### src/rtl/cache_err_log_pkg.sv
package cache_err_log_pkg;
  localparam int unsigned N_KINDS = 4;

  typedef enum logic [1:0] {
    K_CE = 2'd0,
    K_UE = 2'd1,
    K_WP = 2'd2,
    K_BE = 2'd3
  } kind_e;

  localparam logic [2:0] SEL_STATUS = 3'd0;
  localparam logic [2:0] SEL_ADDR   = 3'd1;
  localparam logic [2:0] SEL_PEND   = 3'd2;
  localparam logic [2:0] SEL_MASK   = 3'd3;
  localparam logic [2:0] SEL_CTRL   = 3'd4;

  localparam int unsigned CTRL_RESP_BIT = 0;
  localparam int unsigned CTRL_CLR_BIT  = 1;

  // slot priority: uncorrectable, correctable, write-protect, bus error
  function automatic kind_e pick_kind(input logic [N_KINDS-1:0] ev);
    if (ev[K_UE])      return K_UE;
    else if (ev[K_CE]) return K_CE;
    else if (ev[K_WP]) return K_WP;
    else               return K_BE;
  endfunction
endpackage

### src/rtl/cel_slot.sv
module cel_slot
  import cache_err_log_pkg::*;
#(
  parameter int unsigned AW   = 32,
  parameter int unsigned CW   = 8
) (
  input  logic               clk,
  input  logic               rst_n,
  input  logic [N_KINDS-1:0] ev,
  input  logic [AW-1:0]      ev_addr,
  input  logic               clr,
  output logic               valid,
  output kind_e              kind,
  output logic [AW-1:0]      addr,
  output logic [CW-1:0]      cnt,
  output logic               take,
  output logic               drop
);
  localparam logic [CW-1:0] CNT_MAX = {CW{1'b1}};

  function automatic logic [CW-1:0] sat_inc(input logic [CW-1:0] v);
    return (v == CNT_MAX) ? v : v + 1'b1;
  endfunction

  logic any_ev;
  assign any_ev = |ev;
  assign take   = ev[K_UE] | (any_ev & (~valid | clr));
  assign drop   = any_ev & ~take;

  always_ff @(posedge clk) begin
    if (!rst_n) begin
      valid <= 1'b1;
      kind  <= K_UE;
      addr  <= '0;
    end else if (take) begin
      valid <= 1'b1;
      kind  <= pick_kind(ev);
      addr  <= ev_addr;
    end else if (clr) begin
      valid <= 1'b0;
    end
  end

  always_ff @(posedge clk) begin
    if (!rst_n)        cnt <= '0;
    else if (clr)      cnt <= ev[K_CE] ? CW'(1) : '0;
    else if (ev[K_CE]) cnt <= sat_inc(cnt);
  end
endmodule

### src/rtl/cel_pend.sv
module cel_pend
  import cache_err_log_pkg::*;
(
  input  logic               clk,
  input  logic               rst_n,
  input  logic [N_KINDS-1:0] ev,
  input  logic               w1c_we,
  input  logic [N_KINDS-1:0] w1c_bits,
  input  logic               mask_we,
  input  logic [N_KINDS-1:0] mask_bits,
  output logic [N_KINDS-1:0] pend,
  output logic [N_KINDS-1:0] mask,
  output logic               irq
);
  for (genvar k = 0; k < N_KINDS; k++) begin : g_bit
    always_ff @(posedge clk) begin
      if (!rst_n)                   pend[k] <= 1'b0;
      else if (ev[k])               pend[k] <= 1'b1;
      else if (w1c_we && w1c_bits[k]) pend[k] <= 1'b0;
    end
    always_ff @(posedge clk) begin
      if (!rst_n)       mask[k] <= 1'b0;
      else if (mask_we) mask[k] <= mask_bits[k];
    end
  end

  assign irq = |(pend & mask);
endmodule

### src/rtl/cel_match.sv
module cel_match #(
  parameter int unsigned AW  = 32,
  parameter int unsigned OFS = 5
) (
  input  logic          resp_en,
  input  logic          valid,
  input  logic [AW-1:0] slot_addr,
  input  logic [AW-1:0] lk_addr,
  output logic          hit
);
  function automatic logic same_line(input logic [AW-1:0] a, input logic [AW-1:0] b);
    return a[AW-1:OFS] == b[AW-1:OFS];
  endfunction

  assign hit = resp_en & valid & same_line(slot_addr, lk_addr);
endmodule

### src/rtl/cache_err_log.sv
module cache_err_log
  import cache_err_log_pkg::*;
#(
  parameter int unsigned ADDR_W   = 32,
  parameter int unsigned CNT_W    = 8,
  parameter int unsigned LINE_OFS = 5
) (
  input  logic              clk,
  input  logic              rst_n,
  input  logic              ev_ce,
  input  logic              ev_ue,
  input  logic              ev_wp,
  input  logic              ev_be,
  input  logic [ADDR_W-1:0] ev_addr,
  input  logic              reg_we,
  input  logic [2:0]        reg_sel,
  input  logic [31:0]       reg_wdata,
  output logic [31:0]       reg_rdata,
  output logic              irq,
  input  logic [ADDR_W-1:0] lk_addr,
  output logic              lk_hit
);
  localparam int unsigned CNT_LSB = 8;

  logic [N_KINDS-1:0] ev_vec;
  logic               clr_pulse;
  logic               pend_we;
  logic               mask_we;
  logic               ctrl_we;
  logic               resp_en;
  logic               slot_valid;
  kind_e              slot_kind;
  logic [ADDR_W-1:0]  slot_addr;
  logic [CNT_W-1:0]   slot_cnt;
  logic               slot_take;
  logic               slot_drop;
  logic [N_KINDS-1:0] pend;
  logic [N_KINDS-1:0] mask;
  logic               unused_wdata;

  assign ev_vec = {ev_be, ev_wp, ev_ue, ev_ce};

  assign ctrl_we   = reg_we && (reg_sel == SEL_CTRL);
  assign pend_we   = reg_we && (reg_sel == SEL_PEND);
  assign mask_we   = reg_we && (reg_sel == SEL_MASK);
  assign clr_pulse = ctrl_we && reg_wdata[CTRL_CLR_BIT];
  assign unused_wdata = ^{reg_wdata[31:N_KINDS], slot_take, slot_drop};

  always_ff @(posedge clk) begin
    if (!rst_n)       resp_en <= 1'b0;
    else if (ctrl_we) resp_en <= reg_wdata[CTRL_RESP_BIT];
  end

  cel_slot #(.AW(ADDR_W), .CW(CNT_W)) u_slot (
    .clk     (clk),
    .rst_n   (rst_n),
    .ev      (ev_vec),
    .ev_addr (ev_addr),
    .clr     (clr_pulse),
    .valid   (slot_valid),
    .kind    (slot_kind),
    .addr    (slot_addr),
    .cnt     (slot_cnt),
    .take    (slot_take),
    .drop    (slot_drop)
  );

  cel_pend u_pend (
    .clk       (clk),
    .rst_n     (rst_n),
    .ev        (ev_vec),
    .w1c_we    (pend_we),
    .w1c_bits  (reg_wdata[N_KINDS-1:0]),
    .mask_we   (mask_we),
    .mask_bits (reg_wdata[N_KINDS-1:0]),
    .pend      (pend),
    .mask      (mask),
    .irq       (irq)
  );

  cel_match #(.AW(ADDR_W), .OFS(LINE_OFS)) u_match (
    .resp_en   (resp_en),
    .valid     (slot_valid),
    .slot_addr (slot_addr),
    .lk_addr   (lk_addr),
    .hit       (lk_hit)
  );

  always_comb begin
    reg_rdata = '0;
    case (reg_sel)
      SEL_STATUS: begin
        reg_rdata[0]                 = slot_valid;
        reg_rdata[2:1]               = slot_kind;
        reg_rdata[CNT_LSB +: CNT_W]  = slot_cnt;
      end
      SEL_ADDR: reg_rdata            = 32'(slot_addr);
      SEL_PEND: reg_rdata            = 32'(pend);
      SEL_MASK: reg_rdata            = 32'(mask);
      SEL_CTRL: reg_rdata            = 32'(resp_en);
      default:  reg_rdata            = '0;
    endcase
  end
endmodule

### config.mk
export PLATFORM = sky130hd
export DESIGN_NAME = cache_err_log
export DESIGN_NICKNAME = d
export VERILOG_FILES = /design/src/rtl/cache_err_log_pkg.sv /design/src/rtl/cel_slot.sv /design/src/rtl/cel_pend.sv /design/src/rtl/cel_match.sv /design/src/rtl/cache_err_log.sv
export SDC_FILE = /design/constraint.sdc
export NUM_CORES = 1
export LEC_CHECK = 0
export BUFFER_PORTS_ARGS = -buffer_cell sky130_fd_sc_hd__buf_4
export CORE_MARGIN = 2
export CORE_UTILIZATION = 47
export CTS_CLUSTER_DIAMETER = 30
export DETAILED_ROUTE_END_ITERATION = 16
export PLACE_DENSITY = 0.85
export SLEW_MARGIN = 30
export SYNTH_ARGS = -nofsm -noshare
export SYNTH_HDL_FRONTEND = slang
export SYNTH_HIERARCHICAL = 1
export SYNTH_SLANG_ARGS = --single-unit
### constraint.sdc
create_clock -name clk -period 1.8 [get_ports clk]
set_input_delay 0.18 -clock clk [delete_from_list [all_inputs] [get_ports clk]]
set_output_delay 0.18 -clock clk [all_outputs]
set_load 0.01 [all_outputs]
==> impl.org, run 1 <==
** Outcome
- The flow ran to the end, and the final reports show no timing, DRC or antenna violations.

** Finish
- Fill cell instance count of the final layout :: 492
- Fraction of layout cells with a size suffix above 1 :: 30.3%
- Design Area, Final :: between 3000 and 4000 um2
- Most used cells in the layout excluding fill and tap cells :: 108 x sky130_fd_sc_hd__buf_4, 71 x sky130_fd_sc_hd__nand2_1, 47 x sky130_fd_sc_hd__dfxtp_1, 46 x sky130_fd_sc_hd__mux2i_1, 21 x sky130_fd_sc_hd__and2_1
- Number of cells in the finished layout apart from fillers :: 514
- Final Core Density :: 65.1%
- Area used by multi-input combinational logic :: ~1800 um2
- Number of antenna diodes :: 0
- Sequential Area :: 1050 um2
- The net count of the finished layout is 545.
- Leading cell type in the layout, fill and taps excluded :: sky130_fd_sc_hd__buf_4
- Layout overhead on the synthesized area :: 31.8%

** Global route
- The number of global-route vias before repair came to 2656.
- The first global-routing pass estimated roughly 12000 um of wire.
- Entering global routing, the biggest net connects 43 pins.
- Number of antenna violations at the first check in global routing :: 0
- For this run the aggregate overflow at the end of global routing stands at 0.
- Global-route usage over all layers :: a little over a fifth

** Setup path
- The signal on the critical path passes through xor2_1 > nor4_2 > nand4_1 > nor4_2 > buf_4.
- Stage delay of the slowest cell on the critical path :: 0.34 ns
- Critical path's slowest cell :: sky130_fd_sc_hd__dfxtp_2
- Along the worst path, the maximum fanout reaches 3.
- WS Path Type :: register to primary output
- Data required time at the worst endpoint :: 1.62 ns
- The worst setup path is captured at a primary output.
- Cell type group with the largest total delay on the critical path :: simple AND/OR/NAND/NOR gates
- The number of buffers and inverters on the critical path is 1.
- The cell that appears most often on the critical path is sky130_fd_sc_hd__nor4_2.
- Arrival time at the worst endpoint :: approximately 1.6 ns
- Launching element type of the critical path :: register

** Placement
- Post-placement cell count :: ~510
- Post-Place Setup Slack :: 0.0401 ns
- Dpl cell area :: 3770 um2
- Input and output buffers added on the ports amount to 106.
- DP Wirelength :: 5760 um
- Routability-driven placement finished with a final weighted congestion of 0.874.

** Floorplan
- Ports :: 140
- The die is 83.4 um tall.
- Starting density of the core :: 49.4%
- Core ar. :: 5990 um2
- The die covers 6950 um2.
- The floorplan has 28 rows.
- Overall die width :: 83.4 um

** Yosys
- The average instance in the mapped netlist occupies 8.71 um2.
- Post-synthesis cell area :: 2960 um2
- The number of nets in the synthesized netlist is 447.
- Cells after synthesis :: 340
- During synthesis, Yosys emitted a total of 6 warnings.

** Routing
- In the final routed layout, each cell accounts on average for roughly 15 um.
- Initial drt markers :: between 100 and 150
- Once detail routing completed, the nets flagged for antenna violations numbered 0.
- The first detailed-routing pass took 4 iterations.
- Vias after detailed routing :: 2736
- The routed design has 7640 um of wire.
- After detailed routing, the number of vias per cell comes to 5.32.
- In the routed design, unresolved DRC markers number 0.

** Clocking
- Clock latency reported for the late side of the worst-skew pair :: about 0.31 ns
- CTS hold repair buffers :: 0
- After clock tree synthesis, the clock-pin slew on the worst setup and hold paths is ~0.090 ns.
- Number of sinks on the clock net :: 52
- Buffer count from post-CTS setup fixing :: 0
- Number of buffers on the longest clock path :: 2
- Clock root buffer master :: sky130_fd_sc_hd__clkbuf_8
- TritonCTS built the clock tree.
- Number of H-tree levels :: 2
- Clock tree synthesis inserted a total of 5 buffers.

** STA
- Setup repair after global routing missed its margin :: true
- The smallest clock period supported by the final layout is computed as roughly 1.8 ns.
- Number of hold violations in the final report :: 0
- Count of final max-slew check failures :: 0
- In the post-route analysis, the smallest setup slack over all paths is 0.0481 ns.
- Highest attainable clock frequency :: 571 MHz
- Slew HR :: 66.6%
- Setup-failing EPs final :: 0
- The clock arrives with 0.00635 ns of skew.
- For the pin with the worst max-slew slack, the measured transition is 0.497 ns.
- After layout, the worst path uses 97.3% of the clock period.

** Power and ir drop
- Overall power consumption after layout is estimated at between 2 and 3 mW.
- Cell Pwr Density :: about 650 nW/um2
- LEAKAGE :: 1.77 nW
- Maximum vdd drop :: approximately 0.38 mV

** Hold path
- Hold Crit Class :: input port to register

** Job
- The tool flagged a number of max-cap violations equal to 0.
per-layer routing:
layer,part of all wire [%],global-route usage (%)
met1,44,26.2
met2,48,37.7
met4,1.4,5.81
met5,0,0
met3,6.2,4.77
flip-flops by register name (all words and copies together) (netlist names):
| register | flops |
|---|---|
| u_slot/addr | 32 |
| u_slot/kind | 2 |
| u_slot/valid | 1 |
| u_pend/mask | 4 |
| u_slot/cnt | 8 |
| u_pend/pend | 4 |
| resp_en | 1 |
layout make-up:
cell class                 count  area share (%)
inverter                       7           0.674
sequential                    52            26.8
timing repair buffer         110            21.8
clock buffer                   6            1.86
clock inverter                 2           0.898
tap                           75            2.41
multi-input combinational    262            45.5
power breakdown:
group | total, mW | leakage, nW | switching, mW | internal, mW
sequential | 1.27 | 0.429 | 0.0545 | 1.21
clock | 0.803 | 0.0552 | 0.390 | 0.413
combinational | 0.476 | 1.28 | 0.216 | 0.260
total | 2.55 | 1.77 | 0.660 | 1.89
worst paths after layout:
kind              startpoint  slack (ns)             end  depth (start not counted)
max          u_slot/addr[11]        0.05          lk_hit                          5
min             reg_wdata[2]        0.07  u_pend/pend[2]                          2
max reg2reg    u_slot/cnt[0]        0.22   u_slot/cnt[1]                          4
min reg2reg   u_slot/addr[2]        0.47  u_slot/addr[2]                          2
stage by stage:
step	hold slack [ns]	TNS (ns)
after floorplan	0.287	0
after global placement	0.385	0
after detailed placement	0.389	0
after CTS	0.0576	0
after global routing	0.0655	-0.0246
final	0.0666	0
repair_timing:
item | in CTS | in global routing
resized for setup | 1 | 7
pin swaps | 1 | 4
setup endpoints to repair | 1 | 1
cloned | 0 | 0
(Power assumes the default switching activity.)
==> run 2, diff against run 1 <==
- REMOVE_ABC_BUFFERS: not set -> 1
==> run 2 against run 1 <==
Fmax down 1.4%. Critical path depth unchanged. Die area unchanged. Via count down 0.88%. Wire length down 4.2%. Critical endpoint unchanged. Largest cell class unchanged. Highest routed layer unchanged.
==> impl.org, run 2 (synthesized netlist as in run 1, its figures left out) <==
** Outcome
- Status :: finished clean

** Setup path
- The worst setup path is captured at a primary output.
- Counting cells, the worst reg-to-reg path comes to 4.
- The slowest stage of the critical path belongs to the cell sky130_fd_sc_hd__dfxtp_2.
- Data required time at the worst endpoint :: 1.62 ns
- WS Path Type :: register to primary output
- Stage delay of the slowest cell on the critical path :: 0.34 ns
- Cell type group with the largest total delay on the critical path :: simple AND/OR/NAND/NOR gates
- Biggest fanout along the worst timing path :: 3
- The signal on the critical path passes through xor2_1 > nor4_2 > nand4_1 > nor4_2 > buf_4.
- Buffers and inverters on the worst path :: 1
- For the worst setup path, the data arrival time is 1.60 ns.
- The worst setup path is launched from a register.
- Counting buffers and inverters, the worst setup path is 5 cells deep.
- Cell with the most instances on the worst path :: sky130_fd_sc_hd__nor4_2

** Floorplan
- Die Y :: 83.4 um
- Pin placement for this block handled 140 I/O pins.
- The floorplan has 28 rows.
- Core ar. :: 5990 um2
- The die covers 6950 um2.
- Overall die width :: 83.4 um
- Once the floorplan was initialized, standard cells occupied 49.4% of the core.

** Placement
- In this run the tool buffered the top-level ports with 106 buffer cells.
- At the end of routability-driven placement, the weighted congestion stood at 0.937.
- DP Wirelength :: 5590 um
- Post-placement cell count :: 508

** Hold path
- Hold Crit Class :: input port to register
- Hold Path Cell Cnt :: 2

** Global route
- The number of global-route vias before repair was 2597.
- The number of antenna violations at the first check in global routing was 0.
- The first global-routing pass estimated around 12000 um of wire.
- Global routing finished with a remaining overflow of 0.
- Global-route usage over all layers :: 21.0%
- Entering global routing, the biggest net connects 35 pins.

** Clocking
- After clock tree synthesis, the clock-pin slew on the worst setup and hold paths is around 0.090 ns.
- In this run the post-CTS setup repair buffer count came out at 0.
- The number of clock buffers added by TritonCTS is 5.
- Clock root buffer master :: sky130_fd_sc_hd__clkbuf_8
- Number of sinks on the clock net :: 52
- Clock latency reported for the late side of the worst-skew pair :: 0.29 ns
- CTS hold repair buffers :: 0
- The clock tree synthesis step divided the H-tree into 2 levels.
- CTS tree :: yes
- In this run the deepest clock path goes through 2 buffers.

** Finish
- Number of cells in the finished layout apart from fillers :: 515
- In the layout the commonest cells are 111 x sky130_fd_sc_hd__buf_4, 71 x sky130_fd_sc_hd__nand2_1, 48 x sky130_fd_sc_hd__dfxtp_1, 46 x sky130_fd_sc_hd__mux2i_1, 21 x sky130_fd_sc_hd__and2_1.
- Layout overhead on the synthesized area :: 30.6%
- The register with the most flip-flops in the layout has 32 of them.
- For this run, the post-layout net count is 547.
- The filler cells instantiated in the layout total 530.
- Number of antenna diodes :: 0
- Leaving out fill and tap cells, the most frequent cell in the layout is sky130_fd_sc_hd__buf_4.
- The largest registers in the layout are u_slot/addr x32, u_slot/cnt x8.
- Of the cells placed in the final design, the portion with a size suffix greater than 1 is 30.0%.
- The register with the most flip-flops in the final layout is u_slot/addr.

** Job
- The tool flagged a number of max-cap violations equal to 0.

** STA
- Slew HR :: 64.2%
- Slew @ Worst Pin :: 0.534 ns
- Dividing the final minimum period by the clock period gives 98.7%.
- Number of hold violations in the final report :: 0
- Count of final max-slew check failures :: 0
- Highest attainable clock frequency :: 563 MHz
- The smallest clock period supported by the final layout is computed as around 1.8 ns.
- In the final timing run, aggregate negative setup slack is 0 ns.
- Across all hold checks on the routed design, the worst slack comes to a little over 0.08 ns.
- Clk_skew :: 0.00503 ns
- Setup repair after global routing missed its margin :: true
- Setup-failing EPs final :: 0

** Routing
- After the first detailed-routing iteration, the DRC count stood at ~120.
- The routed design has 7320 um of wire.
- After detailed routing, the number of vias per cell comes to 5.27.
- In the final routed layout, each cell accounts on average for 14.2 um.
- Antenna Violating Nets Remaining :: 0
- In the routed design, unresolved DRC markers number 0.
- The first detailed-routing pass took 5 iterations.
- Vias after detailed routing :: 2712

** Power and ir drop
- Maximum vdd drop :: 0.648 mV
- For this design the ratio of total power to cell area is 609 nW/um2.
- LEAKAGE :: 1.76 nW
[run 2: area by class of cell]
class	count	area, um2	area share (%)
multi-input combinational	262	1770	45.8
sequential	52	1050	27.1
timing repair buffer	112	853	22.1
tap	75	93.8	2.43
clock buffer	6	72.6	1.88
inverter	7	26.3	0.680
clock inverter	1	5.00	0.129
[run 2: where the power goes]
group / internal [mW] / switching [mW]
clock: 0.265 / 0.353
sequential: 1.21 / 0.0538
combinational: 0.260 / 0.208
total: 1.74 / 0.614
[run 2: per-layer routing]
layer	vias to the layer above	part of all wire [%]	track usage [%]
li1	1361	-	-
met1	1257	41	26.2
met2	86	52	37.2
met3	8	5.9	4.37
met4	0	1.2	4.32
met5	-	0	0
[run 2: through the flow]
step                utilization [%]  total power, mW  cell area, um2  setup slack (ns)
finish                         64.5             2.35            3870            0.0229
global route                   64.5             2.49            3870           -0.0649
CTS                            64.4             2.37            3860         -0.000155
detailed placement             62.9             1.76            3770            0.0217
global placement               62.9             1.74            3770            0.0725
floorplan                         -             1.50            2820            -0.199
[run 2: what timing repair did]
item | in CTS | in global routing
endpoints found under the setup margin | 1 | 1
gates resized for setup | 4 | 2
pin swaps | 2 | 1
[run 2: path summary, 6_finish.rpt]
check | from | end | slack (ns)
setup / recovery | u_slot/addr[26] | lk_hit | 0.02
hold / removal | reg_wdata[3] | u_pend/pend[3] | 0.08
setup reg to reg | u_slot/cnt[0] | u_slot/cnt[1] | 0.22
hold reg to reg | u_slot/addr[0] | u_slot/addr[0] | 0.46
==> run 3, diff against run 2 <==
- RECOVER_POWER: not set -> 25
==> run 3 against run 2 <==
Global-route usage is the same. Power shrank 0.16%. Largest cell class unchanged. Clock power is essentially flat. Flip-flop and latch count is the same. Via count shrank 0.33%. Worst hold slack lost 0.0016 ns. Die area is the same.
==> impl.org, run 3 (synthesized netlist as in run 1, its figures left out) <==
** STA
- Slew HR :: 59.4%
- Worst Hold Margin :: 0.0810 ns
- The worst path needs about 1.8 ns of the cycle, external delays included.
- Across the routed clock network, the largest skew measured is 0.00423 ns.
- The hold violation count in the final report came to 0.
- Setup repair after global routing could not meet its margin everywhere.
- For the pin with the worst max-slew slack, the measured transition is 0.609 ns.
- Setup-failing EPs final :: 0
- Based on the critical path, the design can be clocked at up to 563 MHz.
- Count of final max-slew check failures :: 0
- Dividing the final minimum period by the clock period gives 98.7%.

** Power and ir drop
- Share of power burned in registers :: 53.9%
- Per report_power, the combinational group accounts for 19.6% of the total.
- Switching component of the power :: 0.616 mW
- Summed over all cells, the static leakage comes to 1.72 nW.
- The worst-case IR drop observed on VDD is around 0.65 mV.
- Cell Pwr Density :: 614 nW/um2
- Clock share of power :: 26.4%
- Internal power comes to 1.73 mW.
- Of the total power, the share spent switching nets is 26.2%.
- Final Total Pwr :: 2.35 mW

** Routing
- After detailed routing, the number of vias per cell comes to 5.25.
- Initial drt markers :: around 120
- The detail route stage leaves a number of antenna-violating nets equal to 0.
- Dividing the detail-routed wire length by the instance count gives 14.1 um.
- Number of remaining DRC errors :: 0
- Vias after detailed routing :: about 2700
- For this run, the detailed router's first-pass iteration total came to 4.
- For this block, the routed nets add up to roughly 7300 um of wire.

** Clocking
- The number of hold buffers added after CTS was 0.
- Once the clock tree was built, the setup fixing pass inserted 0 buffers.
- Clock latency reported for the late side of the worst-skew pair :: ~0.29 ns
- Buffers inserted during clock tree synthesis total 5.
- Number of H-tree levels :: 2
- Number of buffers on the longest clock path :: 2
- Number of sinks on the clock net :: 52
- TritonCTS built the clock tree.
- After clock tree synthesis, the clock-pin slew on the worst setup and hold paths is 0.09 ns.
- Clock root buffer master :: sky130_fd_sc_hd__clkbuf_8

** Floorplan
- Starting density of the core :: 49.4%
- In this run the horizontal extent of the chip is 83.4 um.
- Overall die area :: 6950 um2
- Die Y :: 83.4 um
- 140 I/O pins were placed.
- The total area inside the core boundary comes to 5990 um2.
- In this run the core area contains 28 standard-cell rows.

** Setup path
- The critical path in this run is classified as register to primary output.
- At the worst endpoint, the required time is 1.62 ns.
- Cell type group with the largest total delay on the critical path :: simple AND/OR/NAND/NOR gates
- Stage delay of the slowest cell on the critical path :: 0.34 ns
- Critical path, cell by cell :: xor2_1 > nor4_2 > nand4_1 > nor4_2 > buf_4
- Together, buffers and inverters on the worst path number 1.
- Slack of the worst reg-to-reg path :: 0.23 ns
- The startpoint identified for the worst register-to-register timing path is u_slot/cnt[0].
- Endpoint kind of the worst setup timing path :: primary output
- Critical path's slowest cell :: sky130_fd_sc_hd__dfxtp_2
- Reg2reg end :: u_slot/cnt[1]
- Launching element type of the critical path :: register
- FF-to-FF path depth :: 4
- The most numerous cell type found on the critical path is sky130_fd_sc_hd__nor4_2.
- Biggest fanout along the worst timing path :: 3
- STA puts the critical path data arrival time at 1.60 ns.

** Global route
- Number of antenna violations at the first check in global routing :: 0
- Pin count of the biggest net entering global routing :: 35
- For this run, the total global-route usage over all layers was measured as 21.0%.
- Global-route wire length before repair :: between 10000 and 15000 um
- The number of global-route vias before repair was 2597.
- Summed over all layers, the global routing overflow is 0.

** Finish
- Sequential Area :: 1050 um2
- For this run, the number of standard cells in the final layout without fillers is 515.
- Area used by multi-input combinational logic :: 1770 um2
- Fraction of layout cells with a size suffix above 1 :: between 20% and 30%
- Largest register by flop count :: u_slot/addr
- Regs by FF count :: u_slot/addr x32, u_slot/cnt x8
- Relative to the synthesized area, the layout overhead comes to 29.3%.
- Leading cell type in the layout, fill and taps excluded :: sky130_fd_sc_hd__buf_4
- The number of antenna diodes in the final layout is 0.
- Design Area, Final :: 3830 um2
- Most used cells in the layout excluding fill and tap cells :: 99 x sky130_fd_sc_hd__buf_4, 71 x sky130_fd_sc_hd__nand2_1, 48 x sky130_fd_sc_hd__dfxtp_1, 46 x sky130_fd_sc_hd__mux2i_1, 20 x sky130_fd_sc_hd__and2_1
- Fill cell instance count of the final layout :: 539
- Number of flip-flops under the largest register name :: 32
- Nets :: 547

** Placement
- The number of placed instances, taps included, is around 510.
- Input and output buffers added on the ports amount to ~110.
- The HPWL after detailed placement is roughly 5600 um.
- The congestion estimate from routability-driven global placement came to 0.937.
- Dpl cell area :: 3770 um2

** Outcome
- The run finished with clean final reports.

** Hold path
- In this run the most critical hold path is launched from reg_wdata[3].
- Hold Crit Class :: input port to register
- Counting instances, the worst hold path has a depth of 2.
- For hold timing, the worst endpoint is u_pend/pend[3].

** Job
- The tool flagged a number of max-cap violations equal to 0.
-- run 3: repair_timing --
item / in CTS / in global routing
endpoints found under the setup margin: 1 / 1
pin swaps: 2 / 1
gates resized for setup: 4 / 2
-- run 3: metal layers --
layer / part of all wire (%) / track usage [%]
met5: 0 / 0
met3: 6.1 / 4.37
met2: 52 / 37.2
met4: 1.1 / 4.32
met1: 41 / 26.2
-- run 3: how the worst max path moves through the flow --
stage	start	to	slack, ns	cells past startpoint
after global placement	reg_sel[1]	u_slot/addr[1]	0.07	7
after detailed placement	reg_sel[1]	u_slot/addr[20]	0.02	7
after floorplan	reg_sel[0]	u_slot/kind[1]	-0.20	5
final	u_slot/addr[26]	lk_hit	0.02	5
after CTS	u_slot/addr[18]	lk_hit	-0.0002	5
after global routing	u_slot/addr[26]	lk_hit	-0.06	5
-- run 3: final cells by class --
type / count / share of cell area, %
multi-input cells: 262 / 46.2
well taps: 75 / 2.45
clock inverters: 1 / 0.131
repair buffers: 112 / 21.3
clock buffers: 6 / 1.90
flip-flops and latches: 52 / 27.3
inverters: 7 / 0.686
-- run 3: metrics by stage --
stage / setup slack (ns) / setup TNS [ns] / util (%)
floorplan: -0.199 / -5.48 / -
global placement: 0.0725 / 0 / 62.9
detailed placement: 0.0217 / 0 / 62.9
CTS: -0.000155 / -0.000155 / 64.4
global route: -0.0649 / -0.0649 / 63.9
finish: 0.0231 / 0 / 63.9
-- run 3: power groups by stage --
stage / registers, mW / logic, mW / clock network (mW)
2_1_floorplan: 1.28 / 0.221 / 0
3_3_place_gp: 1.29 / 0.452 / 0
3_5_place_dp: 1.29 / 0.463 / 0
4_1_cts: 1.27 / 0.468 / 0.638
5_1_grt: 1.28 / 0.506 / 0.697
6_report: 1.27 / 0.462 / 0.621
